File: config.mk
export PLATFORM = sky130hd
export DESIGN_NAME = insn_exec_counter
export DESIGN_NICKNAME = d
export VERILOG_FILES = /design/src/rtl/insn_cnt_pkg.sv /design/src/rtl/insn_cnt_qual.sv /design/src/rtl/insn_cnt_sat.sv /design/src/rtl/insn_cnt_mask.sv /design/src/rtl/insn_exec_counter.sv
export SDC_FILE = /design/constraint.sdc
export NUM_CORES = 1
export LEC_CHECK = 0
export ABC_AREA = 1
export BUFFER_PORTS_ARGS = -buffer_cell sky130_fd_sc_hd__buf_4
export CAP_MARGIN = 5
export CORE_ASPECT_RATIO = 0.6
export CORE_MARGIN = 2
export CORE_UTILIZATION = 40
export DETAILED_ROUTE_END_ITERATION = 6
export GPL_TIMING_DRIVEN = 1
export PLACE_DENSITY = 0.71
export SYNTH_ARGS = -nofsm -noshare
export SYNTH_HDL_FRONTEND = slang
export SYNTH_HIERARCHICAL = 1
export SYNTH_SLANG_ARGS = --single-unit
File: constraint.sdc
create_clock -name clk_i -period 2 [get_ports clk_i]
set_input_delay 0.4 -clock clk_i [delete_from_list [all_inputs] [get_ports clk_i]]
set_output_delay 0.4 -clock clk_i [all_outputs]
set_load 0.03 [all_outputs]
File: src/rtl/insn_cnt_pkg.sv
package insn_cnt_pkg;
   localparam int unsigned OP_KIND_W = 2;

   typedef enum logic [OP_KIND_W-1:0] {
      OP_RUN       = 2'd0,
      OP_WIPE_DATA = 2'd1,
      OP_WIPE_INSN = 2'd2,
      OP_UNUSED    = 2'd3
   } op_kind_e;

   function automatic logic kind_counts(input logic [OP_KIND_W-1:0] kind);
      return kind == OP_RUN;
   endfunction
endpackage

File: src/rtl/insn_cnt_qual.sv
module insn_cnt_qual
   import insn_cnt_pkg::*;
(
   input  logic                 clk_i,
   input  logic                 rst_ni,
   input  logic                 start_i,
   input  logic [OP_KIND_W-1:0] kind_i,
   input  logic                 retire_i,
   input  logic                 err_i,
   output logic                 clr_o,
   output logic                 inc_o
);
   logic run_q;

   always_ff @(posedge clk_i or negedge rst_ni) begin
      if (!rst_ni) begin
         run_q <= 1'b0;
      end else if (start_i) begin
         run_q <= kind_counts(kind_i);
      end
   end

   // start wins over a retire in the same cycle
   assign clr_o = start_i;
   assign inc_o = !start_i && run_q && retire_i && !err_i;
endmodule

File: src/rtl/insn_cnt_sat.sv
module insn_cnt_sat #(
   parameter int unsigned CNT_W     = 32,
   parameter bit          USE_CARRY = 1'b1
) (
   input  logic             clk_i,
   input  logic             rst_ni,
   input  logic             clr_i,
   input  logic             inc_i,
   output logic [CNT_W-1:0] cnt_o
);
   logic [CNT_W-1:0] cnt_q;
   logic [CNT_W-1:0] nxt_val;
   logic             at_top;

   generate
      if (USE_CARRY) begin : g_carry
         logic carry;
         assign {carry, nxt_val} = {1'b0, cnt_q} + {{CNT_W{1'b0}}, 1'b1};
         assign at_top = carry;
      end else begin : g_reduce
         assign nxt_val = cnt_q + 1'b1;
         assign at_top  = &cnt_q;
      end
   endgenerate

   always_ff @(posedge clk_i or negedge rst_ni) begin
      if (!rst_ni) begin
         cnt_q <= '0;
      end else if (clr_i) begin
         cnt_q <= '0;
      end else if (inc_i && !at_top) begin
         cnt_q <= nxt_val;
      end
   end

   assign cnt_o = cnt_q;
endmodule

File: src/rtl/insn_cnt_mask.sv
module insn_cnt_mask #(
   parameter int unsigned W = 32
) (
   input  logic         hide_i,
   input  logic [W-1:0] val_i,
   output logic [W-1:0] val_o
);
   assign val_o = hide_i ? '0 : val_i;
endmodule

File: src/rtl/insn_exec_counter.sv
module insn_exec_counter
   import insn_cnt_pkg::*;
#(
   parameter int unsigned CNT_W         = 32,
   parameter bit          SAT_VIA_CARRY = 1'b1
) (
   input  logic                 clk_i,
   input  logic                 rst_ni,
   input  logic                 op_start_i,
   input  logic [OP_KIND_W-1:0] op_kind_i,
   input  logic                 retire_i,
   input  logic                 retire_err_i,
   input  logic                 locked_i,
   output logic [CNT_W-1:0]     count_o
);
   generate
      if (CNT_W < 2 || CNT_W > 64) begin : g_bad_width
         $error("insn_exec_counter: CNT_W must lie in 2..64");
      end
   endgenerate

   logic             clr;
   logic             inc;
   logic [CNT_W-1:0] raw_cnt;

   insn_cnt_qual u_qual (
      .clk_i   (clk_i),
      .rst_ni  (rst_ni),
      .start_i (op_start_i),
      .kind_i  (op_kind_i),
      .retire_i(retire_i),
      .err_i   (retire_err_i),
      .clr_o   (clr),
      .inc_o   (inc)
   );

   insn_cnt_sat #(
      .CNT_W    (CNT_W),
      .USE_CARRY(SAT_VIA_CARRY)
   ) u_sat (
      .clk_i (clk_i),
      .rst_ni(rst_ni),
      .clr_i (clr),
      .inc_i (inc),
      .cnt_o (raw_cnt)
   );

   insn_cnt_mask #(.W(CNT_W)) u_mask (
      .hide_i(locked_i),
      .val_i (raw_cnt),
      .val_o (count_o)
   );
endmodule

# [Yosys cells after proc, flatten, opt, wreduce, memory -nomap -nowiden]
# Index checks and enable logic that the tools add are counted.
[word_totals] register_bits=33 inputBits=8 out_inout_bits=32 word_cells=15
[op_classes] addsub=1 n_mux=3 n_reduce_logical=9
[ops] cell="$mux W32" count=3
[ops] cell="$add A32 B1 Y33 const B" count=1
[ops] cell="$logic_and A1 B1 Y1" count=4
[ops] cell="$logic_not A1 Y1" count=3
[ops] cell="$logic_not A2 Y1" count=1
[ops] cell="$reduce_bool A2 Y1" count=1

# [Longest topological paths before layout]
# Gate-level depths: netlist of run 1.
[depth] word_depth=7 ltp_mapped=12 ltp_nobuf=11

# [By module]
# The synthesis of run 1 kept the hierarchy.
[modules_own_cells] module="insn_cnt_sat" n_inst=1 cells_per_inst=349 area_per_inst_um2=2268.4 seq_area_each_um2=800.8
[modules_own_cells] module="insn_cnt_mask" n_inst=1 cells_per_inst=67 area_per_inst_um2=274.0 seq_area_each_um2=0.0
[modules_own_cells] module="insn_cnt_qual" n_inst=1 cells_per_inst=10 area_per_inst_um2=67.6 seq_area_each_um2=25.0

# [Worst setup path before layout of run 1]
# No wires, ideal clock.
[synth_timing] path_type="reg2reg" startpoint="reg u_sat.cnt_q[1], in the netlist u_sat/cnt_o[1]" endpoint="reg u_sat.cnt_q[19], in the netlist u_sat/cnt_o[19]" setup_time_ps=117 arrival_ps=1488 required_ps=1883 setup_slack_ps=395 path_stages_with_launch=12 n_path_buf=1 synth_period_minus_slack_ps=1605 cell_sequence="dfrtp_1 ha_1 nand2_2 nor2_4 nand2_4 nor2_8 nand2_4 nand2_8 nand2_4 buf_6 nand3_1 nand2_1"
[synth_between] elab_chain_len=4 word_cells_on_any_way=6 cone_classes="add/sub (1); mux (2); reduce/logical (3)"
[synth_lines] item="from (decl)" line_no="insn_cnt_sat.sv:11" rtl="logic [CNT_W-1:0] cnt_q;"
[synth_lines] item="from (signal assigned)" line_no="insn_cnt_sat.sv:32" rtl="cnt_q <= nxt_val;"
[synth_lines] item="$add A32 B1 Y33 *" line_no="insn_cnt_sat.sv:18" rtl="assign {carry, nxt_val} = {1'b0, cnt_q} + {{CNT_W{1'b0}}, 1'b1};"
[synth_lines] item="$logic_not A1 Y1" line_no="insn_cnt_sat.sv:31" rtl="end else if (inc_i && !at_top) begin"
[synth_lines] item="$logic_and A1 B1 Y1" line_no="insn_cnt_sat.sv:31"
[synth_lines] item="$reduce_bool A2 Y1 (no source line)"
# Every way passes the cells marked *; elsewhere a longest branch is shown, timed or not. The select of a mux whose other input is x is not followed.
# A chain may end at the register's enable or synchronous reset.

# [Worst setup path in the final report of run 1]
[layout_timing] startpoint="reg u_sat.cnt_q[1], in the netlist u_sat/cnt_o[1]" endpoint="reg u_sat.cnt_q[11], in the netlist u_sat/cnt_o[11]"
# Same word-level chain as after synthesis.

==> results of run 1 <==
## repair_timing
| action | in CTS | in global routing |
|---|---|---|
| gates resized for setup | 0 | 1 |
| buffers inserted | 0 | 1 |
| endpoints found under the setup margin | 0 | 6 |
## state kept, by name, indices dropped and copies added (netlist names)
signal and cells:
u_sat/cnt_o 32, u_qual/run_q 1
## worst paths after layout
kind                                       startpoint  slack [ns]  cells past startpoint                     endpoint
max                        u_sat/cnt_o[1]$_DFFE_PN0P_        0.14                     11  u_sat/cnt_o[11]$_DFFE_PN0P_
min                                            rst_ni        0.05                      1   u_sat/cnt_o[6]$_DFFE_PN0P_
max reg2reg                u_sat/cnt_o[1]$_DFFE_PN0P_        0.14                     11  u_sat/cnt_o[11]$_DFFE_PN0P_
max in group asynchronous                      rst_ni        1.64                      1  u_sat/cnt_o[31]$_DFFE_PN0P_
min in group clk_i                       op_kind_i[0]        0.34                      4     u_qual/run_q$_DFFE_PN0P_
min reg2reg                  u_qual/run_q$_DFFE_PN0P_        0.50                      2     u_qual/run_q$_DFFE_PN0P_
## cells by family after synthesis
logic type	count (synthesis)	synth area share
XOR/XNOR	8	0.0268
AND/OR/NAND/NOR	288	0.479
buffers and inverters	77	0.133
adder cells (fa/ha/maj)	1	0.00479
flip-flops	33	0.316
AO/OA/AOI/OAI	19	0.0393
## cell usage in the layout, fill, tap and decap left out
cell type	Yosys	routed
a21oi_1	3	3
a22oi_1	1	1
and2_1	1	1
buf_4	1	60
clkbuf_1	2	1
clkbuf_8	0	5
clkinv_2	1	2
dfrtp_1	33	33
ha_1	1	1
inv_1	63	63
inv_2	1	1
inv_4	0	1
nand2_1	144	144
nand2_2	5	5
nand2_4	3	3
nand2_8	1	1
nand3_1	31	31
nand3b_1	1	1
nand4_1	8	8
nor2_1	84	84
nor2_2	5	5
nor2_4	3	3
nor2_8	1	1
o21ai_0	3	3
o21ai_1	10	10
o21bai_1	2	2
or2_2	1	1
xnor2_1	4	4
xor2_1	4	4
## layout make-up
class / count / share of cell area
Clock buffer: 6 / 0.0231
Clock inverter: 2 / 0.00318
Inverter: 65 / 0.0783
Multi-Input combinational cell: 316 / 0.456
Sequential cell: 33 / 0.262
Tap cell: 84 / 0.0334
Timing Repair Buffer: 60 / 0.143
## per-layer routing
metal | track usage | wire, um | vias to the layer above
met1 | 0.340 | 3770 | 1236
met2 | 0.312 | 2880 | 115
met5 | 0 | 0 | -
li1 | - | - | 1402
met4 | 0.0401 | 46 | 0
met3 | 0.0460 | 753 | 7
## per-stage QoR
| stage | total power, mW | setup WS (ns) | util | std cells | hold WS [ns] |
|---|---|---|---|---|---|
| after CTS | 1.27 | 0.131 | 0.504 | 565 | 0.0554 |
| after global placement | 0.768 | 0.235 | 0.491 | 557 | 0.369 |
| after global routing | 1.32 | 0.000933 | 0.506 | 566 | 0.0710 |
| after detailed placement | 0.769 | 0.137 | 0.491 | 557 | 0.374 |
| final | 1.25 | 0.139 | 0.506 | 566 | 0.0517 |
| after floorplan | 0.740 | 0.395 | - | 426 | 0.104 |
## report_power, final
group          leakage (nW)  total, mW  switching (mW)  internal [mW]
sequential            0.460      0.670         0.00112          0.669
clock                0.0450      0.498           0.257          0.241
combinational         0.994     0.0849          0.0643         0.0206
total                  1.50       1.25           0.322          0.931
==> metrics, run 1 <==
area grow syn2layout 20.6%; cts bufs inserted 5; starting DRC count in detailed routing 253; Sequential cell area 826 um2; clk root buf clkbuf_8; most frequent cell after synthesis nand2_1; Setup-failing EPs final 0; port bufs 39; GRT Total Usage 0.220; Mapped Cells 426; largest net degree at the start of global routing 34; die area 0.00721 mm2; maximum vdd ir drop 0.000194 V; Clock Skew 0.00383 ns; post-DP HPWL 5.68 mm; CP Cell Sequence ha_1, nand2_2, nor2_4, nand2_4, nor2_8, nand2_4, nand2_8, nand2_4, buf_4, nand2_1, o21ai_1; hold_buf cts 0; die width 108 um; Final min period 1.86 ns; drt first pass iters 5; RSZ-0062 raised after global routing no; Crit. End Element flip-flop; pwr dens 398 mW/mm2; Clock Pin Slew Worst Setup and Hold Paths 0.07 ns; vias after detailed routing 2760; Commonest cells post-synth 144 x nand2_1, 84 x nor2_1, 63 x inv_1; WL final 7.45 mm; top cell type's share of synthesized area 0.316; fin. max-slew vios 0; GPL Wtd Cong 0.879; die height 66.6 um; post-synthesis sequential area ratio 0.316; Multi-input gate area 0.00144 mm2; Mapped Area 0.00261 mm2; setup TNS 0 ns; worst endpoint required time 2.17 ns; TritonCTS Sinks 33; slowest CP cell dfrtp_1; diode count 0; Top delay family on crit path simple AND/OR/NAND/NOR gates; fin area 0.00315 mm2; Residual DRC 0; Arr. time, crit path 2.03 ns; I/O pin cnt 40; worst-path fanout max 21; f_max 537 MHz; # nets final 490; Avg WL per Cell 13.2 um; commonest register cell after synthesis dfrtp_1; Max Cap Violations 0; Max stage delay on crit path 0.40 ns; WP buf/inv 1; Post-Synthesis Mean Instance Area 6.13 um2; H-tree levels 2; Clock Latency Late Sink 0.29 ns; Synth async-reset ratio 1.00; Via density 4.88; placed inst area 0.00306 mm2; YS warnings 6; Post-synth EDFFs 0; global-route wire length before repair 12.0 mm; Tightest Pin Transition 0.434 ns; kind of critical path reg -> reg; Synth cell types 30; endpoints failing hold 0; Hold WC Path Type in -> async; CTS tree built; Fill cells 666; Tcrit/Tclk final 0.930; Initial Utilization 0.420; ratio of cells with drive above 1 in the final layout 0.183; Core Region 0.00622 mm2; antenna viol nets, final 0; Clock Path Buffers 2; initial antenna violation count 0; Rows 22; cell mode on critical path nand2_4; LEAKAGE 1.50 nW; CP startpoint kind flip-flop; Slew HR 0.711; Seq cells post-synth 33; syn nets 435; synth top area cells dfrtp_1 32%, nand2_1 21%, nor2_1 12%, inv_1 9.1%, nand3_1 5.9%; vias in the first global route 2379; outcome completed; Synth area leader dfrtp_1; GRT Residual Overflow 0
(Power assumes the default switching activity.)
==> run 2, diff against run 1 <==
--- a/config.mk
+++ b/config.mk
@@ -16,5 +16,4 @@
 export PLACE_DENSITY = 0.71
 export SYNTH_ARGS = -nofsm -noshare
 export SYNTH_HDL_FRONTEND = slang
-export SYNTH_HIERARCHICAL = 1
 export SYNTH_SLANG_ARGS = --single-unit
==> metrics, run 2 <==
antenna viol nets, final 0 (unchanged); Top delay family on crit path simple AND/OR/NAND/NOR gates (unchanged); Mapped Area 0.00243 mm2 (was 0.00261 mm2); starting DRC count in detailed routing 150 (was 253); Commonest cells post-synth 94 x nand2_1, 73 x nor2_1, 46 x nand3_1 (was 144 x nand2_1, 84 x nor2_1, 63 x inv_1); Hold WC Path Type in -> async (unchanged); most frequent cell after synthesis nand2_1 (unchanged); Post-CTS Setup Bufs 0 (unchanged); CTS tree built (unchanged); setup TNS 0 ns (unchanged); global-route wire length before repair 11.1 mm (was 12.0 mm); commonest non-fill, non-tap cell in the layout nand2_1 (unchanged); max reg flops 32 (unchanged); top cell type's share of synthesized area 0.340 (was 0.316); die area 0.00673 mm2 (was 0.00721 mm2); synth top area cells dfrtp_1 34%, nand2_1 15%, nor2_1 11%, nand3_1 9.5%, inv_1 6.6% (was dfrtp_1 32%, nand2_1 21%, nor2_1 12%, inv_1 9.1%, nand3_1 5.9%); Clock Pin Slew Worst Setup and Hold Paths 0.07 ns (about the same); Tcrit/Tclk final 0.918 (was 0.930); H-tree levels 2 (unchanged); net switching share of the total power 0.244 (was 0.257); Clock Latency Late Sink 0.29 ns (about the same); CP Capture Point u_sat.cnt_o[14]$_DFFE_PN0P_ (was u_sat/cnt_o[11]$_DFFE_PN0P_); Residual DRC 0 (unchanged); Final min period 1.84 ns (was 1.86 ns); Synth area leader dfrtp_1 (unchanged); WL final 6.53 mm (was 7.45 mm); largest net degree at the start of global routing 34 (unchanged); Post-Synthesis Mean Instance Area 6.63 um2 (was 6.13 um2); initial antenna violation count 0 (unchanged); f_max 545 MHz (was 537 MHz); combinational fraction of design power 0.054 (was 0.068); pwr dens 443 mW/mm2 (was 398 mW/mm2); Slew HR 0.689 (was 0.711); Critical Path Stages 9 (was 11); Tightest Pin Transition 0.464 ns (was 0.434 ns); most frequent cells in the layout 94 x nand2_1, 73 x nor2_1, 46 x nand3_1 (was 144 x nand2_1, 84 x nor2_1, 63 x inv_1); fin. max-slew vios 0 (unchanged); Via density 5.00 (was 4.88); FF-to-FF setup slack 0.16 ns (was 0.14 ns); FF-to-FF Start u_sat.cnt_o[1]$_DFFE_PN0P_ (was u_sat/cnt_o[1]$_DFFE_PN0P_); post-layout util 0.501 (was 0.506); port bufs 39 (unchanged); Tot Pwr 1.27 mW (was 1.25 mW); outcome completed (unchanged); FF-to-FF End u_sat.cnt_o[14]$_DFFE_PN0P_ (was u_sat/cnt_o[11]$_DFFE_PN0P_); I/O pin cnt 40 (unchanged); post-synthesis sequential area ratio 0.340 (was 0.316); Seq cells post-synth 33 (unchanged); clock network power share 0.417 (was 0.397); YS warnings 0 (was 6); ratio of cells with drive above 1 in the final layout 0.210 (was 0.183); CP startpoint kind flip-flop (unchanged); Clock Skew 0.00567 ns (was 0.00383 ns); Core Region 0.00570 mm2 (was 0.00622 mm2); # nets final 414 (was 490); Final Non-Filler Cells 485 (was 566); Clock Path Buffers 2 (unchanged); Critical path origin u_sat.cnt_o[1]$_DFFE_PN0P_ (was u_sat/cnt_o[1]$_DFFE_PN0P_); Synth async-reset ratio 1.00 (unchanged); worst-path fanout max 22 (was 21); maximum vdd ir drop 0.000199 V (was 0.000194 V); slowest CP cell dfrtp_1 (unchanged); GRT Residual Overflow 0 (unchanged); placed insts 478 (was 557); TritonCTS Sinks 33 (unchanged); syn nets 375 (was 435); die height 64.3 um (was 66.6 um); diode count 0 (unchanged); Synth cell types 27 (was 30); Arr. time, crit path 2.05 ns (was 2.03 ns); RSZ-0062 raised after global routing no (unchanged); drt first pass iters 4 (was 5); Avg WL per Cell 13.5 um (was 13.2 um); commonest register cell after synthesis dfrtp_1 (unchanged); Initial Utilization 0.426 (was 0.420); vias in the first global route 2278 (was 2379); CP Cell Sequence ha_1, nand2_1, nor2_2, nand2_4, nor2_8, nand2_2, nand2_4, nand2_4, o21ai_1 (was ha_1, nand2_2, nor2_4, nand2_4, nor2_8, nand2_4, nand2_8, nand2_4, buf_4, nand2_1, o21ai_1); Crit. End Element flip-flop (unchanged); cell mode on critical path nand2_4 (unchanged); WP buf/inv 0 (was 1); Hold Worst Slack 0.0482 ns (was 0.0517 ns); Internal Pwr Total 958 uW (was 931 uW); Setup-failing EPs final 0 (unchanged); die width 105 um (was 108 um); R2R depth 9 (was 11); vias after detailed routing 2426 (was 2760); cts bufs inserted 5 (unchanged); LEAKAGE 1.26 nW (was 1.50 nW); Max Cap Violations 0 (unchanged); Rows 21 (was 22); area grow syn2layout 17.7% (was 20.6%); Mapped Cells 366 (was 426); Post-synth EDFFs 0 (unchanged); post-DP HPWL 4.95 mm (was 5.68 mm); Max stage delay on crit path 0.38 ns (was 0.40 ns); GPL Wtd Cong 0.933 (was 0.879); GRT Total Usage 0.208 (was 0.220); endpoints failing hold 0 (unchanged); kind of critical path reg -> reg (unchanged); worst endpoint required time 2.21 ns (was 2.17 ns); clk root buf clkbuf_8 (unchanged); part of the power in registers 0.529 (was 0.535); Net Sw Power 308 uW (was 322 uW)
-- run 2: cell count changes after synthesis, sizes merged, moves of 2 or more --
| cell | previous run | this run |
|---|---|---|
| nand4 | 8 | 2 |
| nand3 | 31 | 46 |
| nor2 | 93 | 80 |
| buf | 10 | 8 |
| inv | 64 | 45 |
| o22ai | 0 | 5 |
| o21ai | 13 | 35 |
| o21bai | 2 | 0 |
| nand2 | 153 | 100 |
| a21oi | 3 | 0 |
| xnor2 | 4 | 0 |
-- run 2: timing repair --
action                     CTS  global route
resized for setup            0             2
hold buffers                 0             0
setup endpoints to repair    0             1
-- run 2: final cells by class --
cell class,instances,area (um2)
Sequential cell,33,826
Timing Repair Buffer,43,323
Tap cell,80,100
Multi-Input combinational cell,277,1350
Fill cell,599,2850
Clock buffer,7,86.3
Inverter,45,171
-- run 2: power groups by stage --
stage	sequential, mW	combinational, mW	clock (mW)
floorplan	0.683	0.0411	0
global placement	0.682	0.0688	0
detailed placement	0.683	0.0707	0
CTS	0.670	0.0708	0.537
global route	0.669	0.0771	0.568
finish	0.670	0.0684	0.528
-- run 2: worst min-delay path by stage --
| stage | slack, ns | start | depth (start not counted) | to |
|---|---|---|---|---|
| floorplan | 0.10 | rst_ni | 0 | u_qual.run_q$_DFFE_PN0P_ |
| detailed placement | 0.38 | rst_ni | 1 | u_sat.cnt_o[5]$_DFFE_PN0P_ |
| global route | 0.09 | rst_ni | 1 | u_sat.cnt_o[10]$_DFFE_PN0P_ |
| global placement | 0.37 | rst_ni | 1 | u_sat.cnt_o[7]$_DFFE_PN0P_ |
| CTS | 0.07 | rst_ni | 1 | u_sat.cnt_o[19]$_DFFE_PN0P_ |
| finish | 0.05 | rst_ni | 1 | u_sat.cnt_o[5]$_DFFE_PN0P_ |
-- run 2: stage by stage --
step	area [um2]	setup slack (ns)
floorplan	2430	0.483
global placement	2770	0.256
detailed placement	2770	0.153
CTS	2850	0.134
global route	2860	0.0186
finish	2860	0.164
-- run 2: worst reg2reg max path, cell delays in order, from the launching register on --
cell	delay [ns]
dfrtp_1	0.38
ha_1	0.17
nand2_1	0.11
nor2_2	0.15
nand2_4	0.11
nor2_8	0.14
nand2_2	0.08
nand2_4	0.17
nand2_4	0.25
o21ai_1	0.21
-- run 2: cells by family after synthesis --
kind of cell    after synthesis  share of synthesized area
fa+ha+maj                     1                    0.00515
flops                        33                      0.340
buf+inv                      56                      0.104
xor+xnor                      4                     0.0144
simple gates                231                      0.413
compound gates               41                      0.123
-- run 2: layer usage --
metal | global-route usage | share of wire
met2 | 0.303 | 0.41
met3 | 0.0500 | 0.065
met4 | 0.0524 | 0.0080
met1 | 0.305 | 0.52
met5 | 0 | 0
==> run 3, diff against run 2 <==
--- a/config.mk
+++ b/config.mk
@@ -14,6 +14,7 @@
 export DETAILED_ROUTE_END_ITERATION = 6
 export GPL_TIMING_DRIVEN = 1
 export PLACE_DENSITY = 0.71
+export SKIP_CTS_REPAIR_TIMING = 1
 export SYNTH_ARGS = -nofsm -noshare
 export SYNTH_HDL_FRONTEND = slang
 export SYNTH_SLANG_ARGS = --single-unit
==> constraint.sdc (replaced) <==
create_clock -name clk_i -period 1.84 [get_ports clk_i]
set_input_delay 0.368 -clock clk_i [delete_from_list [all_inputs] [get_ports clk_i]]
set_output_delay 0.368 -clock clk_i [all_outputs]
set_load 0.03 [all_outputs]
==> metrics, run 3 (same netlist as run 2, synthesis figures left out) <==
Clock Path Buffers 2 (unchanged); Residual DRC 0 (unchanged); most frequent cells in the layout 94 x nand2_1, 72 x nor2_1, 46 x nand3_1 (was 94 x nand2_1, 73 x nor2_1, 46 x nand3_1); pwr dens 467 mW/mm2 (was 443 mW/mm2); fin. max-slew vios 0 (unchanged); Hold WC Path Type in -> async (unchanged); cts bufs inserted 5 (unchanged); drt first pass iters 5 (was 4); die height 64.3 um (unchanged); die area 0.00673 mm2 (unchanged); f_max 585 MHz (was 545 MHz); WL final 6.57 mm (was 6.53 mm); FF-to-FF Start u_sat.cnt_o[1]$_DFFE_PN0P_ (unchanged); FF-to-FF End u_sat.cnt_o[22]$_DFFE_PN0P_ (was u_sat.cnt_o[14]$_DFFE_PN0P_); worst-path fanout max 22 (unchanged); vias after detailed routing 2417 (was 2426); GRT Total Usage 0.204 (was 0.208); Multi-input gate area 0.00138 mm2 (was 0.00135 mm2); TritonCTS Sinks 33 (unchanged); RSZ-0062 raised after global routing yes (was no); clk root buf clkbuf_8 (unchanged); Avg WL per Cell 13.5 um (about the same); maximum vdd ir drop 0.000223 V (was 0.000199 V); GPL Wtd Cong 0.905 (was 0.933); die width 105 um (unchanged); antenna viol nets, final 0 (unchanged); Crit. End Element flip-flop (unchanged); # nets final 416 (was 414); Initial Utilization 0.426 (unchanged); port bufs 39 (unchanged); ratio of cells with drive above 1 in the final layout 0.218 (was 0.210); Final min period 1.71 ns (was 1.84 ns); outcome completed (unchanged); Clock Skew 0.0102 ns (was 0.00567 ns); initial antenna violation count 0 (unchanged); Arr. time, crit path 1.92 ns (was 2.05 ns); Critical path origin u_sat.cnt_o[1]$_DFFE_PN0P_ (unchanged); Clock Pin Slew Worst Setup and Hold Paths 0.08 ns (was 0.07 ns); Via density 4.95 (was 5.00); global-route wire length before repair 10.7 mm (was 11.1 mm); CP Capture Point u_sat.cnt_o[22]$_DFFE_PN0P_ (was u_sat.cnt_o[14]$_DFFE_PN0P_); kind of critical path reg -> reg (unchanged); R2R depth 9 (unchanged); Final Non-Filler Cells 488 (was 485); GRT Residual Overflow 0 (unchanged); placed insts 480 (was 478); starting DRC count in detailed routing 169 (was 150); post-layout util 0.510 (was 0.501); Clock Latency Late Sink 0.29 ns (about the same); max reg flops 32 (unchanged); Sequential cell area 826 um2 (unchanged); area grow syn2layout 19.7% (was 17.7%); worst endpoint required time 2.06 ns (was 2.21 ns); diode count 0 (unchanged); LEAKAGE 1.28 nW (was 1.26 nW); Tot Pwr 1.36 mW (was 1.27 mW); endpoints failing hold 0 (unchanged); Setup-failing EPs final 0 (unchanged); pre-CTS WS -0.00396 ns (was 0.153 ns); Max Cap Violations 0 (unchanged); Fill cells 585 (was 599); vias in the first global route 2220 (was 2278); post-DP HPWL 4.94 mm (was 4.95 mm); largest net degree at the start of global routing 34 (unchanged); H-tree levels 2 (unchanged); commonest non-fill, non-tap cell in the layout nand2_1 (unchanged); Tcrit/Tclk final 0.929 (was 0.918); Rows 21 (unchanged); Slew HR 0.703 (was 0.689); final worst slack 0.131 ns (was 0.164 ns); CP startpoint kind flip-flop (unchanged); Core Region 0.00570 mm2 (unchanged); Hold Worst Slack 0.0123 ns (was 0.0482 ns); Tightest Pin Transition 0.446 ns (was 0.464 ns); CTS tree built (unchanged); FF-to-FF setup slack 0.13 ns (was 0.16 ns); I/O pin cnt 40 (unchanged)
## run 3: changes by cell type in the layout (fill, tap and decap cells not counted), sizes merged
cell	previous run	this run
buf	43	45
clkinv	0	2
clkbuf	7	6
## run 3: area by class of cell
cell class,count,area share
multi-input combinational,277,0.473
sequential,33,0.284
timing repair buffer,45,0.121
inverter,45,0.0590
tap,80,0.0345
clock buffer,6,0.0250
clock inverter,2,0.00345
## run 3: worst min-delay path by stage
stage	startpoint	end	slack, ns	cells past startpoint
2_1_floorplan	rst_ni	u_qual.run_q$_DFFE_PN0P_	0.07	0
3_3_place_gp	rst_ni	u_sat.cnt_o[5]$_DFFE_PN0P_	0.34	1
3_5_place_dp	rst_ni	u_sat.cnt_o[5]$_DFFE_PN0P_	0.35	1
4_1_cts	rst_ni	u_sat.cnt_o[11]$_DFFE_PN0P_	0.03	1
5_1_grt	rst_ni	u_sat.cnt_o[5]$_DFFE_PN0P_	0.05	1
6_report	rst_ni	u_sat.cnt_o[5]$_DFFE_PN0P_	0.01	1
## run 3: power by group
group | switching, mW | total (mW) | internal [mW]
sequential | 0.000630 | 0.728 | 0.727
combinational | 0.0598 | 0.0783 | 0.0186
clock | 0.287 | 0.550 | 0.262
total | 0.348 | 1.36 | 1.01
## run 3: worst max-delay path: stages, from the launching register on
cell and delay (ns):
dfrtp_1 0.37, ha_1 0.17, nand2_1 0.11, nor2_2 0.14
nand2_4 0.11, nor2_8 0.14, nand2_2 0.10, nand2_8 0.14
nand2_8 0.17, o21ai_2 0.16
## run 3: stage by stage
| step | TNS, ns | area [um2] |
|---|---|---|
| detailed placement | -0.00396 | 2800 |
| CTS | 0 | 2880 |
| floorplan | 0 | 2430 |
| global placement | 0 | 2800 |
| global route | -0.0358 | 2910 |
| finish | 0 | 2910 |
## run 3: routing by layer
metal / GRT usage / share of wire / up-vias / routed length (um)
li1: - / - / 1246 / -
met1: 0.297 / 0.51 / 1087 / 3330
met2: 0.301 / 0.41 / 76 / 2720
met5: 0 / 0 / - / 0
met4: 0.0557 / 0.0094 / 0 / 62
met3: 0.0459 / 0.070 / 8 / 460
